[config.mk]
export PLATFORM = sky130hd
export DESIGN_NAME = farcall_gatekeeper
export DESIGN_NICKNAME = d
export VERILOG_FILES = /design/src/rtl/farcall_gatekeeper.sv
export SDC_FILE = /design/constraint.sdc
export NUM_CORES = 1
export LEC_CHECK = 0
export BUFFER_PORTS_ARGS = -buffer_cell sky130_fd_sc_hd__buf_2
export CAP_MARGIN = 40
export CORE_AREA = 2 2 94 78
export DETAILED_ROUTE_END_ITERATION = 10
export DIE_AREA = 0 0 96 80
export PLACE_DENSITY = 0.77
export REMOVE_ABC_BUFFERS = 1
export SLEW_MARGIN = 40
export SYNTH_ARGS = -nofsm -noshare
export SYNTH_HDL_FRONTEND = slang
export SYNTH_SLANG_ARGS = --single-unit
export TNS_END_PERCENT = 10
[constraint.sdc]
create_clock -name clk -period 1.11 [get_ports clk]
set_input_delay 0.222 -clock clk [delete_from_list [all_inputs] [get_ports clk]]
set_output_delay 0.222 -clock clk [all_outputs]
set_load 0.1 [all_outputs]
[src/rtl/farcall_gatekeeper.sv]
module farcall_gatekeeper #(
  parameter int SEL_W = 16
) (
  input  logic             clk,
  input  logic             rst_n,
  input  logic             req_valid,
  input  logic [SEL_W-1:0] tgt_sel,
  input  logic [SEL_W-4:0] gdt_lim,
  input  logic [SEL_W-4:0] ldt_lim,
  input  logic [2:0]       desc_type,
  input  logic [1:0]       desc_dpl,
  input  logic             desc_present,
  input  logic             desc_busy,
  input  logic [1:0]       cpl,
  input  logic [SEL_W-1:0] inner_sel,
  input  logic [2:0]       inner_type,
  input  logic [1:0]       inner_dpl,
  input  logic             inner_present,
  input  logic             inner_busy,
  output logic             res_valid,
  output logic [2:0]       res_kind,
  output logic [1:0]       fault_cls,
  output logic [SEL_W-1:0] fault_code
);
  localparam int IW = SEL_W - 3;
  localparam logic [SEL_W-1:0] LOW_MASK = {{(SEL_W-2){1'b1}}, 2'b00};

  localparam logic [2:0] T_CONF = 3'd1, T_NONC = 3'd2, T_CGATE = 3'd3,
                         T_TGATE = 3'd4, T_TSS = 3'd5;
  localparam logic [2:0] K_CONF = 3'd0, K_NONC = 3'd1, K_SAME = 3'd2,
                         K_MORE = 3'd3, K_TASK = 3'd4, K_FAULT = 3'd5;
  localparam logic [1:0] C_GP = 2'd0, C_NP = 2'd1, C_TS = 2'd3;

  wire [1:0]       rpl     = tgt_sel[1:0];
  wire [IW-1:0]    t_idx   = tgt_sel[SEL_W-1:3];
  wire [IW-1:0]    i_idx   = inner_sel[SEL_W-1:3];
  wire [SEL_W-1:0] t_err   = tgt_sel & LOW_MASK;
  wire [SEL_W-1:0] i_err   = inner_sel & LOW_MASK;

  wire t_null  = tgt_sel[SEL_W-1:2] == '0;
  wire t_oob   = t_idx > (tgt_sel[2] ? ldt_lim : gdt_lim);
  wire i_null  = inner_sel[SEL_W-1:2] == '0;
  wire i_oob   = i_idx > (inner_sel[2] ? ldt_lim : gdt_lim);
  wire i_oob_g = i_idx > gdt_lim;

  wire gate_ok    = (desc_dpl >= cpl) && (desc_dpl >= rpl);
  wire inner_code = (inner_type == T_CONF) || (inner_type == T_NONC);
  wire go_more    = (inner_type == T_NONC) && (inner_dpl < cpl);

  logic [2:0]       nx_kind;
  logic [1:0]       nx_cls;
  logic [SEL_W-1:0] nx_code;

  always_comb begin
    nx_kind = K_FAULT;
    nx_cls  = C_GP;
    nx_code = '0;
    if (t_null) begin
      nx_code = '0;
    end else if (t_oob) begin
      nx_code = t_err;
    end else begin
      unique case (desc_type)
        T_CONF: begin
          if (desc_dpl > cpl)     nx_code = t_err;
          else if (!desc_present) begin nx_cls = C_NP; nx_code = t_err; end
          else                    nx_kind = K_CONF;
        end
        T_NONC: begin
          if (rpl > cpl)              nx_code = t_err;
          else if (desc_dpl != cpl)   nx_code = t_err;
          else if (!desc_present)     begin nx_cls = C_NP; nx_code = t_err; end
          else                        nx_kind = K_NONC;
        end
        T_CGATE: begin
          if (!gate_ok)               nx_code = t_err;
          else if (!desc_present)     begin nx_cls = C_NP; nx_code = t_err; end
          else if (i_null)            nx_code = '0;
          else if (i_oob)             nx_code = i_err;
          else if (!inner_code)       nx_code = i_err;
          else if (inner_dpl > cpl)   nx_code = i_err;
          else                        nx_kind = go_more ? K_MORE : K_SAME;
        end
        T_TGATE: begin
          if (!gate_ok)               begin nx_cls = C_TS; nx_code = t_err; end
          else if (!desc_present)     begin nx_cls = C_NP; nx_code = t_err; end
          else if (inner_sel[2] || i_oob_g || inner_type != T_TSS || inner_busy)
                                      begin nx_cls = C_TS; nx_code = i_err; end
          else if (!inner_present)    begin nx_cls = C_NP; nx_code = i_err; end
          else                        nx_kind = K_TASK;
        end
        T_TSS: begin
          if (!gate_ok || desc_busy)  begin nx_cls = C_TS; nx_code = t_err; end
          else if (!desc_present)     begin nx_cls = C_NP; nx_code = t_err; end
          else                        nx_kind = K_TASK;
        end
        default: nx_code = t_err;
      endcase
    end
  end

  always_ff @(posedge clk or negedge rst_n) begin
    if (!rst_n) begin
      res_valid  <= 1'b0;
      res_kind   <= '0;
      fault_cls  <= '0;
      fault_code <= '0;
    end else begin
      res_valid <= req_valid;
      if (req_valid) begin
        res_kind   <= nx_kind;
        fault_cls  <= nx_cls;
        fault_code <= nx_code;
      end
    end
  end
endmodule

==> report_table.html <==
<table>
<tr><th>Metric</th><th>Value</th></tr>
<tr><th colspan="2">Place</th></tr>
<tr><td>Worst slack, placed</td><td>-1.69 ns</td></tr>
<tr><td>Last weighted congestion value of the routability-driven placer</td><td>roughly 0.96</td></tr>
<tr><td>PortBufs</td><td>94</td></tr>
<tr><td>Half-perimeter wire length after placement</td><td>9190 um</td></tr>
<tr><td># placed instances</td><td>613</td></tr>
<tr><th colspan="2">STA</th></tr>
<tr><td>Crit path time final</td><td>between 2 and 2.5 ns</td></tr>
<tr><td>Post-Route Setup TNS</td><td>-20.85 ns</td></tr>
<tr><td>Final hold violation count</td><td>0</td></tr>
<tr><td>Maximum achievable frequency</td><td>between 0.4 and 0.5 GHz</td></tr>
<tr><td>Final worst path period share</td><td>205%</td></tr>
<tr><td>Count of final setup violators</td><td>19</td></tr>
<tr><td>Clk_skew</td><td>0 ns</td></tr>
<tr><td>Worst path setup slack after routing</td><td>-1.17 ns</td></tr>
<tr><td>Unrepaired setup endpoints after global routing</td><td>true</td></tr>
<tr><td>Final Max Slew Viols</td><td>0</td></tr>
<tr><th colspan="2">GRT</th></tr>
<tr><td>Initial antenna violation count</td><td>0</td></tr>
<tr><td>Total Routing Usage GR</td><td>29.6%</td></tr>
<tr><td>Number of global-route vias before repair</td><td>about 3.7k</td></tr>
<tr><td>Wire length of the first global-routing pass</td><td>around 18000 um</td></tr>
<tr><td>Overflow after GRT</td><td>0</td></tr>
<tr><td>Pin count of the biggest net entering global routing</td><td>21</td></tr>
<tr><th colspan="2">Route</th></tr>
<tr><td>Drt initial violations</td><td>434</td></tr>
<tr><td>Via density per instance</td><td>5.96</td></tr>
<tr><td>Total number of vias</td><td>roughly 3.7k</td></tr>
<tr><td>Routed WL per cell</td><td>18.4 um</td></tr>
<tr><td>Post-route DRC violation count</td><td>0</td></tr>
<tr><td>Number of nets still failing antenna checks after routing</td><td>0</td></tr>
<tr><td>Final Routed Wirelength</td><td>about 12000 um</td></tr>
<tr><td>Initial DRT Pass Iterations</td><td>6</td></tr>
<tr><th colspan="2">Floorplanning</th></tr>
<tr><td>Total die area</td><td>about 7700 um^2</td></tr>
<tr><td>Placeable Area</td><td>~6700 um^2</td></tr>
<tr><td>Chip height</td><td>roughly 80 um</td></tr>
<tr><td>Number of rows created at floorplan</td><td>27</td></tr>
<tr><td>Ports</td><td>slightly below 100</td></tr>
<tr><td>Effective utilization at floorplan</td><td>between 40 and 50%</td></tr>
<tr><td>Chip width</td><td>~96 um</td></tr>
<tr><th colspan="2">Cells and area</th></tr>
<tr><td>Area taken by flip-flops and latches</td><td>roughly 500 um^2</td></tr>
<tr><td>Filler cell count</td><td>approximately 500</td></tr>
<tr><td>Final antenna diode count</td><td>0</td></tr>
<tr><td>Area Overhead vs Synth</td><td>63.2%</td></tr>
<tr><td>Non-filler cells in the finished layout</td><td>around 630</td></tr>
<tr><td>Fraction of layout cells with a size suffix above 1</td><td>between 40 and 50%</td></tr>
<tr><td>Net count of the finished layout</td><td>around 660</td></tr>
<tr><td>Footprint of the multi-input gates</td><td>between 2000 and 2500 um^2</td></tr>
<tr><th colspan="2">Synthesis</th></tr>
<tr><td>Most numerous cell in the Yosys netlist</td><td>ha_1</td></tr>
<tr><td>Post-Synth Adder-Cell Area</td><td>a little over 20%</td></tr>
<tr><td>Top cell type by total area after synthesis</td><td>ha_1</td></tr>
<tr><td>Synthesized-area fraction occupied by and/or/nand/nor cells</td><td>20.2%</td></tr>
<tr><td>Synthesized netlist cell count</td><td>355</td></tr>
<tr><td>Yosys warning total</td><td>0</td></tr>
<tr><td>Synth Area in Compound Gates</td><td>roughly a quarter</td></tr>
<tr><td>Average footprint of a synthesized cell</td><td>~8 um^2</td></tr>
<tr><td>Leading cell types by total area after synthesis</td><td>ha_1, dfrtp_1, mux2i_1</td></tr>
<tr><td>Portion of synthesized cell area occupied by the leading cell type</td><td>between 20% and 30%</td></tr>
<tr><td>Flip-flop cell with the highest count after synthesis</td><td>dfrtp_1</td></tr>
<tr><td>Post-synthesis register bit count</td><td>20</td></tr>
<tr><td>Area share of xor/xnor cells in the synthesized design</td><td>0.300%</td></tr>
<tr><td>Sequential element share of the synthesized area</td><td>between 10% and 20%</td></tr>
<tr><td>Netlist area before placement</td><td>roughly 3000 um^2</td></tr>
<tr><td>Most common library cells after synthesis</td><td>ha_1, nand2_1, inv_1</td></tr>
<tr><td>Combinational family with the most area after synthesis</td><td>compound AO/OA/AOI/OAI gates</td></tr>
<tr><td>Mux cell area share after synthesis</td><td>about a tenth</td></tr>
<tr><td>Number of synthesized flops with an enable pin</td><td>0</td></tr>
<tr><td>Share of flip-flops with an asynchronous set or reset after synthesis</td><td>100%</td></tr>
<tr><td>Post-synth cell types</td><td>slightly below 60</td></tr>
<tr><th colspan="2">Pwr</th></tr>
<tr><td>Peak supply drop</td><td>slightly above 0.6 mV</td></tr>
<tr><td>Reported leakage power</td><td>around 2.4 nW</td></tr>
<tr><td>Total power divided by cell area</td><td>roughly 940 nW/um^2</td></tr>
<tr><th colspan="2">Clocking</th></tr>
<tr><td>Number of buffers created by CTS</td><td>3</td></tr>
<tr><td>Total number of H-tree levels</td><td>1</td></tr>
<tr><td>Clk sinks</td><td>20</td></tr>
<tr><td>Clock latency on the worst-skew pair</td><td>roughly 0.25 ns</td></tr>
<tr><td>Max Root-Sink Buffers</td><td>2</td></tr>
<tr><td>Post-CTS clock slew at the launch and capture registers of the worst setup and hold paths</td><td>~0.080 ns</td></tr>
<tr><td>Clock root buffer</td><td>clkbuf_8</td></tr>
<tr><td>Clock tree from TritonCTS</td><td>built</td></tr>
<tr><th colspan="2">Outcome</th></tr>
<tr><td>Violations in the final reports</td><td>setup timing</td></tr>
<tr><td>Run status</td><td>finished, violations left</td></tr>
<tr><th colspan="2">Min path</th></tr>
<tr><td>Kind of path behind the tightest hold check</td><td>input pin to flip-flop</td></tr>
<tr><th colspan="2">Setup path</th></tr>
<tr><td>Nature of the critical path startpoint</td><td>input pin</td></tr>
<tr><td>Element type at the critical path end</td><td>flip-flop</td></tr>
<tr><td>Critical path peak fanout</td><td>5</td></tr>
<tr><td>CP Data Arrival Time</td><td>approximately 2.5 ns</td></tr>
<tr><td>Class of the most critical setup path</td><td>input pin to flip-flop</td></tr>
<tr><td>Required @ worst endpoint</td><td>between 1 and 1.5 ns</td></tr>
<tr><th colspan="2">Run</th></tr>
<tr><td>Number of violations of the max-capacitance limit</td><td>0</td></tr>
</table>
[sequential cells by signal (all words and copies together), names as in the netlist]
signal,cells
fault_cls,2
res_valid,1
res_kind,3
fault_code,14
[through the flow]
step	power [mW]	hold WS [ns]	cell area (um^2)	util (%)
CTS	4.40	0.330	4710	70.1
global route	4.71	0.324	4770	70.9
detailed placement	3.55	0.192	4410	65.6
floorplan	2.32	-0.0736	2840	-
finish	4.50	0.334	4770	70.9
global placement	3.47	0.193	4410	65.6
[report_power, final]
part           internal (mW)  switching [mW]
logic                   1.21            1.64
registers              0.816           0.111
clock network          0.481           0.246
total                   2.50            2.00
[critical path, stage by stage]
cell	delay (ns)
buf_2	0.12
buf_4	0.14
mux2i_2	0.17
ha_1	0.29
nand3_1	0.14
o21bai_4	0.14
a31oi_2	0.15
o31a_4	0.44
nor4_2	0.35
o21ai_1	0.13
a22oi_1	0.17
[logic make-up after synthesis]
group | count (synthesis)
compound gates | 100
fa+ha+maj | 48
flops | 20
xor+xnor | 1
simple gates | 114
mux | 27
other cells | 1
buf+inv | 44
[worst paths after layout]
path                            cells after the start           from             end  slack (ns)
worst min register to register                      2  fault_code[8]   fault_code[8]        0.57
worst min-delay path                                2      req_valid       res_valid        0.33
worst max-delay path                               11     gdt_lim[3]  fault_code[13]       -1.17
min in group asynchronous                           2          rst_n  fault_code[13]        0.45
worst max register to register                      3  fault_code[9]   fault_code[9]        0.10
max in group asynchronous                           2          rst_n   fault_code[2]        0.33
[cell usage in the layout (no fill, tap or decap), types with 3 or more instances in the layout]
master      n
a21oi_1    16
a221o_1     4
a2bb2oi_1   4
a32oi_1     5
buf_12     22
buf_2      71
buf_4      91
buf_6       7
clkbuf_8    3
dfrtp_1    19
ha_1       47
inv_1      28
mux2i_1    21
mux2i_2     4
nand2_1    39
nand2b_1    5
nand3_1     8
nand3_2     3
nand4_1     7
nor2_1     20
nor2b_1     8
nor3_2      3
nor4_1      7
o211ai_1    7
o21a_1      3
o21ai_0     7
o21ai_1     8
o22ai_1     4
o32ai_1     3
[timing repair]
action / in CTS / in global routing
endpoints found under the setup margin: 20 / 31
hold buffers: 1 / 0
endpoints found under the hold margin: 20 / 0
gates resized for setup: 36 / 12
pin swaps: 22 / 10
buffers inserted: 5 / 1
cloned: 1 / 0
[per-layer routing]
metal | track usage [%] | share of wire (%) | vias up
met5 | 0 | 0 | -
met4 | 6.29 | 2.8 | 0
met3 | 5.00 | 11 | 54
met2 | 49.6 | 46 | 251
met1 | 39.5 | 40 | 1710
li1 | - | - | 1710
[final cells by class]
class	instances	share of cell area (%)
well taps	87	2.28
repair buffers	193	33.4
clock buffers	3	0.866
flip-flops and latches	20	10.5
inverters	29	2.28
multi-input cells	292	50.0
clock inverters	1	0.630
(Power assumes the default switching activity.)
